## config.mk

```make
export PLATFORM = sky130hd
export DESIGN_NAME = ddr_perf_bank
export DESIGN_NICKNAME = d
export VERILOG_FILES = /design/src/rtl/ddr_perf_bank.sv
export SDC_FILE = /design/constraint.sdc
export NUM_CORES = 2
export LEC_CHECK = 0
export ABC_CLOCK_PERIOD_IN_PS = 23100
export BUFFER_PORTS_ARGS = -buffer_cell sky130_fd_sc_hd__buf_2
export CELL_PAD_IN_SITES_DETAIL_PLACEMENT = 1
export CELL_PAD_IN_SITES_GLOBAL_PLACEMENT = 1
export CORE_UTILIZATION = 43
export DETAILED_ROUTE_END_ITERATION = 12
export PLACE_DENSITY_LB_ADDON = 0.1
export SLEW_MARGIN = 40
export SYNTH_ARGS = -nofsm -noshare
export SYNTH_HDL_FRONTEND = slang
export SYNTH_SLANG_ARGS = --single-unit
```

## constraint.sdc

```tcl
create_clock -name clk -period 23.1 [get_ports clk]
set_clock_uncertainty 0.2 [all_clocks]
set_input_delay 1.155 -clock clk [delete_from_list [all_inputs] [get_ports clk]]
set_output_delay 1.155 -clock clk [all_outputs]
set_load 0.02 [all_outputs]
```

## src/rtl/ddr_perf_bank.sv

```systemverilog
`timescale 1ns/1ps
module ddr_perf_bank #(
  parameter int NUM_CNT = 8,
  parameter int CNT_W   = 64,
  parameter int EV_W    = 63,
  parameter int ADDR_W  = 18
) (
  input  logic              clk,
  input  logic              rst_n,
  input  logic              reg_we,
  input  logic [ADDR_W-1:0] reg_addr,
  input  logic [63:0]       reg_wdata,
  output logic [63:0]       reg_rdata,
  input  logic [EV_W-1:0]   ev_pulse,
  input  logic              dram_rd_pulse,
  input  logic              dram_wr_pulse
);
  localparam int A_MODE  = 32'h20020;
  localparam int A_START = 32'h200A0;
  localparam int A_END   = 32'h200E0;
  localparam int A_STAT  = 32'h20120;
  localparam int A_CFG   = 32'h20160;
  localparam int A_VAL   = 32'h201C0;
  localparam int A_FCTL  = 32'h20240;
  localparam int A_FCLR  = 32'h20248;
  localparam int A_FWV   = 32'h20250;
  localparam int A_FRV   = 32'h20258;
  localparam int INC_W   = $clog2(EV_W + 1);
  localparam logic [CNT_W-1:0] CNT_MAX = {CNT_W{1'b1}};

  logic [CNT_W-1:0] cnt_q [NUM_CNT];
  logic [EV_W:0]    cfg_q [NUM_CNT];
  logic             run_q [NUM_CNT];
  logic             done_q[NUM_CNT];
  logic             man_q [NUM_CNT];
  logic             st_go [NUM_CNT];

  logic             fx_wen, fx_ren;
  logic [CNT_W-1:0] fx_wcnt, fx_rcnt;

  wire wr_fctl = reg_we && reg_addr == ADDR_W'(A_FCTL);
  wire wr_fclr = reg_we && reg_addr == ADDR_W'(A_FCLR);

  for (genvar i = 0; i < NUM_CNT; i++) begin : g_cnt
    wire wr_mode = reg_we && reg_addr == ADDR_W'(A_MODE + 8*i);
    wire wr_cfg  = reg_we && reg_addr == ADDR_W'(A_CFG + 8*i);
    wire wr_end  = reg_we && reg_addr == ADDR_W'(A_END + 8*i) && reg_wdata[0];
    assign st_go[i] = reg_we && reg_addr == ADDR_W'(A_START + 8*i) && reg_wdata[0] && man_q[i];

    wire [INC_W-1:0] inc = INC_W'($countones(ev_pulse & cfg_q[i][EV_W-1:0]));
    wire [CNT_W:0]   sum = {1'b0, cnt_q[i]} + (CNT_W+1)'(inc);

    always_ff @(posedge clk) begin
      if (!rst_n) begin
        cnt_q[i] <= '0; cfg_q[i] <= '0; run_q[i] <= 1'b0;
        done_q[i] <= 1'b0; man_q[i] <= 1'b0;
      end else begin
        if (wr_mode) man_q[i] <= reg_wdata[0];
        if (wr_cfg)  cfg_q[i] <= reg_wdata[EV_W:0];
        if (st_go[i]) begin
          cnt_q[i] <= '0; run_q[i] <= 1'b1; done_q[i] <= 1'b0;
        end else if (wr_end) begin
          run_q[i] <= 1'b0; done_q[i] <= 1'b1;
        end else if (run_q[i] && cfg_q[i][EV_W]) begin
          cnt_q[i] <= sum[CNT_W] ? CNT_MAX : sum[CNT_W-1:0];
        end
      end
    end


    start_zero_chk: assert property (@(posedge clk) disable iff (!rst_n)
      st_go[i] |=> cnt_q[i] == '0);

    sat_hold_chk: assert property (@(posedge clk) disable iff (!rst_n)
      (cnt_q[i] == CNT_MAX && !st_go[i]) |=> cnt_q[i] == CNT_MAX);

    stop_hold_chk: assert property (@(posedge clk) disable iff (!rst_n)
      (!run_q[i] && !st_go[i]) |=> $stable(cnt_q[i]));

    dis_hold_chk: assert property (@(posedge clk) disable iff (!rst_n)
      (!cfg_q[i][EV_W] && !st_go[i]) |=> $stable(cnt_q[i]));
  end

  always_ff @(posedge clk) begin
    if (!rst_n) begin
      fx_wen <= 1'b0; fx_ren <= 1'b0; fx_wcnt <= '0; fx_rcnt <= '0;
    end else begin
      if (wr_fctl) begin
        fx_wen <= reg_wdata[0]; fx_ren <= reg_wdata[1];
      end
      if (wr_fclr && reg_wdata[0]) fx_wcnt <= '0;
      else if (fx_wen && dram_wr_pulse && fx_wcnt != CNT_MAX) fx_wcnt <= fx_wcnt + 1'b1;
      if (wr_fclr && reg_wdata[1]) fx_rcnt <= '0;
      else if (fx_ren && dram_rd_pulse && fx_rcnt != CNT_MAX) fx_rcnt <= fx_rcnt + 1'b1;
    end
  end


  fclr_rd_chk: assert property (@(posedge clk) disable iff (!rst_n)
    (wr_fclr && reg_wdata[1]) |=> fx_rcnt == '0);

  fclr_wr_chk: assert property (@(posedge clk) disable iff (!rst_n)
    (wr_fclr && reg_wdata[0]) |=> fx_wcnt == '0);

  fx_sat_chk: assert property (@(posedge clk) disable iff (!rst_n)
    (fx_rcnt == CNT_MAX && !wr_fclr) |=> fx_rcnt == CNT_MAX);

  always_comb begin
    reg_rdata = '0;
    for (int k = 0; k < NUM_CNT; k++) begin
      if (reg_addr == ADDR_W'(A_MODE + 8*k)) reg_rdata = {63'b0, man_q[k]};
      if (reg_addr == ADDR_W'(A_STAT + 8*k)) reg_rdata = {63'b0, done_q[k]};
      if (reg_addr == ADDR_W'(A_CFG + 8*k))  reg_rdata = 64'(cfg_q[k]);
      if (reg_addr == ADDR_W'(A_VAL + 8*k))  reg_rdata = 64'(cnt_q[k]);
    end
    if (reg_addr == ADDR_W'(A_FCTL)) reg_rdata = {62'b0, fx_ren, fx_wen};
    if (reg_addr == ADDR_W'(A_FWV))  reg_rdata = 64'(fx_wcnt);
    if (reg_addr == ADDR_W'(A_FRV))  reg_rdata = 64'(fx_rcnt);
  end
endmodule

```

## Word-level counts from Yosys, hierarchy flattened

Memory sizes are Yosys's and may differ from the RTL's.
Cells that the tools add are included.

| word-level totals | value |
|---|---|
| register bits after elaboration | 130 |
| memories kept | 5 |
| bits of input ports | 150 |
| memory bits (writable) | 1,048 |

Memories:

| name | words | width | rd ports | clocked after memory_dff | wr ports | line | RTL |
|---|---|---|---|---|---|---|---|
| cfg_q | 8 | 64 | 8 | 0 | 8 | 32 | `logic [EV_W:0] cfg_q [NUM_CNT];` |
| cnt_q | 8 | 64 | 8 | 0 | 8 | 31 | `logic [CNT_W-1:0] cnt_q [NUM_CNT];` |
| done_q | 8 | 1 | 8 | 0 | 8 | 34 | `logic done_q[NUM_CNT];` |
| man_q | 8 | 1 | 8 | 0 | 8 | 35 | `logic man_q [NUM_CNT];` |
| run_q | 8 | 1 | 8 | 0 | 8 | 33 | `logic run_q [NUM_CNT];` |

| cells by class | value |
|---|---|
| multiplexer cells | 252 |
| add/subtract/negate cells | 506 |
| reductions and logical operators | 74 |
| equal/unequal tests | 54 |
| bitwise logic cells | 73 |

Operators with widths:

| kind | number |
|---|---|
| $mux W64 | 66 |
| $eq A18 B18 Y1 const B | 52 |
| $add A64 B6 Y65 | 8 |
| $and A63 B63 Y63 | 8 |
| $add A1 B1 Y2 | 248 |
| $add A2 B2 Y3 | 120 |
| $add A3 B3 Y4 | 64 |
| $mux W1 | 186 |
| $add A4 B4 Y5 | 32 |
| $add A64 B1 Y64 const B | 2 |
| $ne A64 B64 Y1 const B | 2 |
| $add A5 B5 Y6 | 16 |
| $logic_and A1 B1 Y1 | 72 |
| $or A1 B1 Y1 | 64 |
| $add A6 B6 Y6 | 8 |
| $add A2 B1 Y3 | 8 |
| $reduce_or A2 Y1 | 2 |
| $not A1 Y1 | 1 |

## Longest topological paths before layout

| logic depth | value |
|---|---|
| depth in word-level cells | 36 |
| mapped depth | 28 |
| mapped depth without buffers | 27 |

## Least setup slack after synthesis

OpenSTA, ideal clock, no wires.

| timing | value |
|---|---|
| path kind | in2reg |
| from | input ev_pulse[11] |
| to | memory cnt_q[2][49] (netlist: cnt_q[0][177]), data pin |
| arrival | 8,192 ps |
| cell stages on the path | 26 |
| buffers on the path | 3 |
| path slack | 14,561 ps |
| library setup time | 147 ps |
| required time | 22,753 ps |
| cell sequence | clkbuf_1 -> nand2_1 -> fa_1 -> inv_1 -> fa_1 -> inv_1 -> fa_1 -> fa_1 -> fa_1 -> fa_1 -> fa_1 -> fa_1 -> inv_1 -> ha_1 -> inv_1 -> fa_1 -> nor2b_1 -> o21ai_0 -> a21oi_1 -> o221a_2 -> o21bai_1 -> a21o_1 -> or4_1 -> clkbuf_1 -> clkbuf_1 -> a21oi_1 |

RTL lines:

| item | line | RTL |
|---|---|---|
| from (decl) | 14 | `input logic [EV_W-1:0] ev_pulse,` |
| to (decl) | 31 |  |

==> results by group <==
Final layout
  – Area delta synth->final: 11.29%
  – Share of cells above drive strength 1: 8.752%
  – Multi-input logic area: 40,950 um^2
  – Final Util: 48.33%
  – Register cell area after layout: 34,040 um^2
  – Fill count: 19,670
  – Fin nets: 8,433

Synth
  – Register area share after synthesis: 43.74%
  – Post-synthesis area per instance: 10.32 um^2
  – Synthesized netlist net count: 8,358
  – Count of warnings emitted by yosys: 0
  – Post-synthesis instance area: 77,820 um^2
  – Number of unique standard cell types used by synthesis: 85
  – FF+latch count, synth: 1,178
  – Cells after synthesis: 7,542
  – EDFF count, synth: 1,045
  – Post-synth top flop: sky130_fd_sc_hd__edfxtp_1
  – Post-synthesis async set-or-reset flop share: 0%

Placed design
  – Number of buffers inserted by port buffering: 213
  – Post-detailed-placement half-perimeter wirelength: 277,500 um
  – Gpl congestion: 1.006
  – Placement-stage worst setup slack: 13.01 ns

Floorplan
  – Number of placement rows: 155
  – Initial Utilization: 43.43%
  – Number of top-level pins: 214
  – Die H: 427.4 um
  – Total die area: 182,700 um^2
  – Core area: 179,200 um^2
  – Horizontal die dimension: 427.4 um

STA
  – Share of the clock period used by the worst path: 40.51%
  – RSZ-0062 raised after global routing: false
  – Final min period: 9.358 ns
  – Number of endpoints with negative hold slack in the final report: 0
  – Setup_tns: 0 ns
  – Peak clock frequency supported by timing: 0.1069 GHz
  – Setup ws final: 13.74 ns
  – Measured slew at the worst slew-check pin: 0.9519 ns
  – Max-slew violation total from the final report: 0
  – Final setup violation count: 0
  – Slew Limit Headroom: 35.87%

Drt
  – Antenna Violating Nets Remaining: 0
  – Total number of vias: 64,950
  – Average vias per placed instance: 6.413
  – Routed length per instance: 35.27 um
  – Remaining design rule violation count: 0
  – WL final: 357,300 um
  – Iteration count of the initial detailed-routing pass: 9
  – Number of design-rule violations left by the first detailed-router iteration: 8,430

Pwr
  – Ratio of total power to cell area: 132.8 nW/um^2
  – Portion of total power attributed to combinational logic: 57.2%
  – Total internal power: 6.504 mW
  – Net switching power of the design: 5.000 mW
  – Fraction of power consumed by the clock network: 20.2%
  – Leak Pwr: 32.40 nW
  – Worst VDD drop: 224.4 uV
  – Switching power share of the total: 43.47%
  – Sequential power share: 22.6%

Flow run
  – Number of violations of the max-capacitance limit: 0

Setup path
  – Depth of the worst register-to-register path: 28
  – Crit path max fanout: 42
  – Data required time of the worst path: 23.54 ns
  – Data arrival time of the critical path: 9.80 ns
  – End of the worst register-to-register path: cnt_q[0][189]
  – Kind of start point of the critical path: input port
  – Startpoint of the worst register-to-register path: cfg_q[0][181]
  – Flop2flop setup slack: 13.81 ns
  – Classification of the worst setup path: in -> reg
  – Critical Path Sink Type: flip-flop

Outcome
  – Result of the run: finished clean

Global routing
  – Congestion Overflow GR: 0
  – Largest net degree at the start of global routing: 126
  – Number of global-route vias before repair: 64,560
  – Global-route wire length before repair: 493,500 um
  – Global-route usage over all layers: 38.66%
  – Number of antenna violations at the first check in global routing: 66

Clock tree
  – CTS Hold Bufs: 0
  – Htree depth: 4
  – TritonCTS buffer count: 150
  – Clock input transition at the sequential cells of the worst setup and hold paths: 0.06 ns
  – Number of sinks driven by the clock tree: 1,178
  – Buffer type at the clock tree root: sky130_fd_sc_hd__clkbuf_16
  – Post-CTS Repair Setup Buffers: 0
  – Clock latency on the worst-skew pair: 0.83 ns
  – CTS Buffer Depth: 3
  – TritonCTS clock tree: built
  – Count of cells resized by post-cts repair: 0

Hold path
  – End point of the most critical hold path: run_q[1][0]
  – Path type of the worst min-delay path: reg -> reg
  – Source of the worst hold timing path: run_q[1][0]
  – Worst hold path cell count: 2
critical path, cell delays in order:
cell                       delay, ns
sky130_fd_sc_hd__buf_2          0.23
sky130_fd_sc_hd__nand2_1        0.12
sky130_fd_sc_hd__fa_1           0.53
sky130_fd_sc_hd__fa_1           0.73
sky130_fd_sc_hd__fa_1           0.53
sky130_fd_sc_hd__fa_1           0.55
sky130_fd_sc_hd__inv_1          0.05
sky130_fd_sc_hd__fa_1           0.50
sky130_fd_sc_hd__inv_1          0.05
sky130_fd_sc_hd__fa_1           0.50
sky130_fd_sc_hd__fa_1           0.56
sky130_fd_sc_hd__fa_1           0.49
sky130_fd_sc_hd__inv_1          0.08
sky130_fd_sc_hd__ha_1           0.17
sky130_fd_sc_hd__inv_1          0.06
sky130_fd_sc_hd__fa_1           0.41
sky130_fd_sc_hd__nor2b_1        0.12
sky130_fd_sc_hd__o21ai_0        0.10
sky130_fd_sc_hd__a21oi_1        0.23
sky130_fd_sc_hd__o221a_2        0.28
sky130_fd_sc_hd__o21bai_1       0.09
sky130_fd_sc_hd__a21o_1         0.36
sky130_fd_sc_hd__or4_2          0.98
sky130_fd_sc_hd__buf_4          0.40
sky130_fd_sc_hd__and3_1         0.30
sky130_fd_sc_hd__nor3_1         0.13
registers in the layout, summed over array words and instances, names as in the netlist:
register	count
run_q	8
done_q	8
fx_ren	1
fx_wen	1
cfg_q	512
man_q	8
fx_rcnt	64
cnt_q	512
fx_wcnt	64
Yosys cell counts, types with 25 or more instances:
| master | number | area share [%] |
|---|---|---|
| sky130_fd_sc_hd__xor2_1 | 343 | 3.9 |
| sky130_fd_sc_hd__buf_1 | 25 | 0.12 |
| sky130_fd_sc_hd__a21oi_1 | 773 | 5.0 |
| sky130_fd_sc_hd__clkbuf_1 | 382 | 1.8 |
| sky130_fd_sc_hd__nor2_1 | 341 | 1.6 |
| sky130_fd_sc_hd__o211ai_1 | 41 | 0.40 |
| sky130_fd_sc_hd__or3_1 | 29 | 0.23 |
| sky130_fd_sc_hd__and4_1 | 53 | 0.60 |
| sky130_fd_sc_hd__and2_1 | 677 | 5.4 |
| sky130_fd_sc_hd__a41oi_1 | 62 | 0.70 |
| sky130_fd_sc_hd__a221oi_1 | 98 | 1.1 |
| sky130_fd_sc_hd__dfxtp_1 | 133 | 3.4 |
| sky130_fd_sc_hd__fa_1 | 440 | 11 |
| sky130_fd_sc_hd__and3_1 | 165 | 1.3 |
| sky130_fd_sc_hd__a31oi_1 | 57 | 0.46 |
| sky130_fd_sc_hd__inv_1 | 448 | 2.2 |
| sky130_fd_sc_hd__o21ai_0 | 168 | 1.1 |
| sky130_fd_sc_hd__xnor2_1 | 186 | 2.1 |
| sky130_fd_sc_hd__nand4_1 | 154 | 1.2 |
| sky130_fd_sc_hd__a22oi_1 | 157 | 1.5 |
| sky130_fd_sc_hd__ha_1 | 226 | 3.6 |
| sky130_fd_sc_hd__nand2_1 | 723 | 3.5 |
| sky130_fd_sc_hd__a222oi_1 | 62 | 0.80 |
| sky130_fd_sc_hd__nand2b_1 | 32 | 0.26 |
| sky130_fd_sc_hd__edfxtp_1 | 1045 | 40 |
| sky130_fd_sc_hd__nor3_1 | 122 | 0.78 |
| sky130_fd_sc_hd__a22o_1 | 64 | 0.72 |
| sky130_fd_sc_hd__nand3_1 | 249 | 1.6 |
kinds of logic (layout without fill, tap and decap cells):
| kind of cell | Yosys count | count (layout) | synth area share [%] |
|---|---|---|---|
| flip-flops | 1178 | 1178 | 43.74 |
| other | 0 | 38 | 0 |
| buffers and inverters | 879 | 1072 | 4.286 |
| AO/OA/AOI/OAI | 1626 | 1626 | 13.25 |
| AND/OR/NAND/NOR | 2648 | 2648 | 17.61 |
| adder cells (fa/ha/maj) | 666 | 666 | 14.95 |
| XOR/XNOR | 529 | 529 | 5.953 |
| multiplexers | 16 | 16 | 0.2074 |
area by class of cell:
| cell class | instances | share of cell area (%) |
|---|---|---|
| Antenna cell | 38 | 0.1098 |
| Timing Repair Buffer | 354 | 2.597 |
| Multi-Input combinational cell | 5485 | 47.28 |
| Tap cell | 2355 | 3.402 |
| Inverter | 448 | 1.942 |
| Sequential cell | 1178 | 39.30 |
| Clock buffer | 194 | 4.657 |
| Clock inverter | 76 | 0.7035 |
routing by layer:
layer,global-route usage [%],up-vias,part of all wire (%)
li1,-,27220,-
met1,49.79,33660,38
met2,60.26,3381,45
met3,8.369,674,9.8
met4,21.72,20,6.4
met5,0,-,0.034
placed cells by master (no fill, tap or decap), types with 133 or more instances in the layout:
cell type                   synthesis  routed
sky130_fd_sc_hd__nand2_1          723     718
sky130_fd_sc_hd__fa_1             440     440
sky130_fd_sc_hd__nand3_1          249     243
sky130_fd_sc_hd__a22oi_1          157     157
sky130_fd_sc_hd__buf_2             23     233
sky130_fd_sc_hd__inv_1            448     448
sky130_fd_sc_hd__dfxtp_1          133     133
sky130_fd_sc_hd__nor2_1           341     334
sky130_fd_sc_hd__o21ai_0          168     160
sky130_fd_sc_hd__clkbuf_16          0     154
sky130_fd_sc_hd__xor2_1           343     343
sky130_fd_sc_hd__a21oi_1          773     771
sky130_fd_sc_hd__xnor2_1          186     186
sky130_fd_sc_hd__and3_1           165     153
sky130_fd_sc_hd__nand4_1          154     154
sky130_fd_sc_hd__edfxtp_1        1045    1045
sky130_fd_sc_hd__ha_1             226     226
sky130_fd_sc_hd__and2_1           677     677
metrics by stage:
step	area, um^2	cells	total power, mW	hold slack, ns
after detailed placement	81720	9810	9.140	0.2916
after CTS	86370	10080	11.51	0.3011
after global routing	86560	10110	12.21	0.3469
after floorplan	77820	7542	7.045	0.2544
after global placement	81400	9787	9.004	0.2743
final	86610	10130	11.50	0.3073
how the worst max path moves through the flow:
| stage | start | endpoint | slack [ns] | cells past startpoint |
|---|---|---|---|---|
| after floorplan | ev_pulse[11] | cnt_q[0][177] | 14.56 | 26 |
| after global placement | ev_pulse[53] | cnt_q[0][125] | 13.06 | 28 |
| after detailed placement | ev_pulse[53] | cnt_q[0][125] | 13.01 | 28 |
| after CTS | ev_pulse[53] | cnt_q[0][125] | 13.88 | 28 |
| after global routing | ev_pulse[53] | cnt_q[0][189] | 13.48 | 29 |
| final | ev_pulse[49] | cnt_q[0][189] | 13.74 | 26 |
power groups by stage:
stage	logic, mW	registers (mW)	clock network (mW)
detailed placement	6.51	2.63	0
finish	6.58	2.60	2.33
global route	7.20	2.60	2.41
CTS	6.58	2.59	2.34
global placement	6.37	2.63	0
floorplan	4.48	2.57	0
No activity file was read; power rests on OpenSTA's default activity.
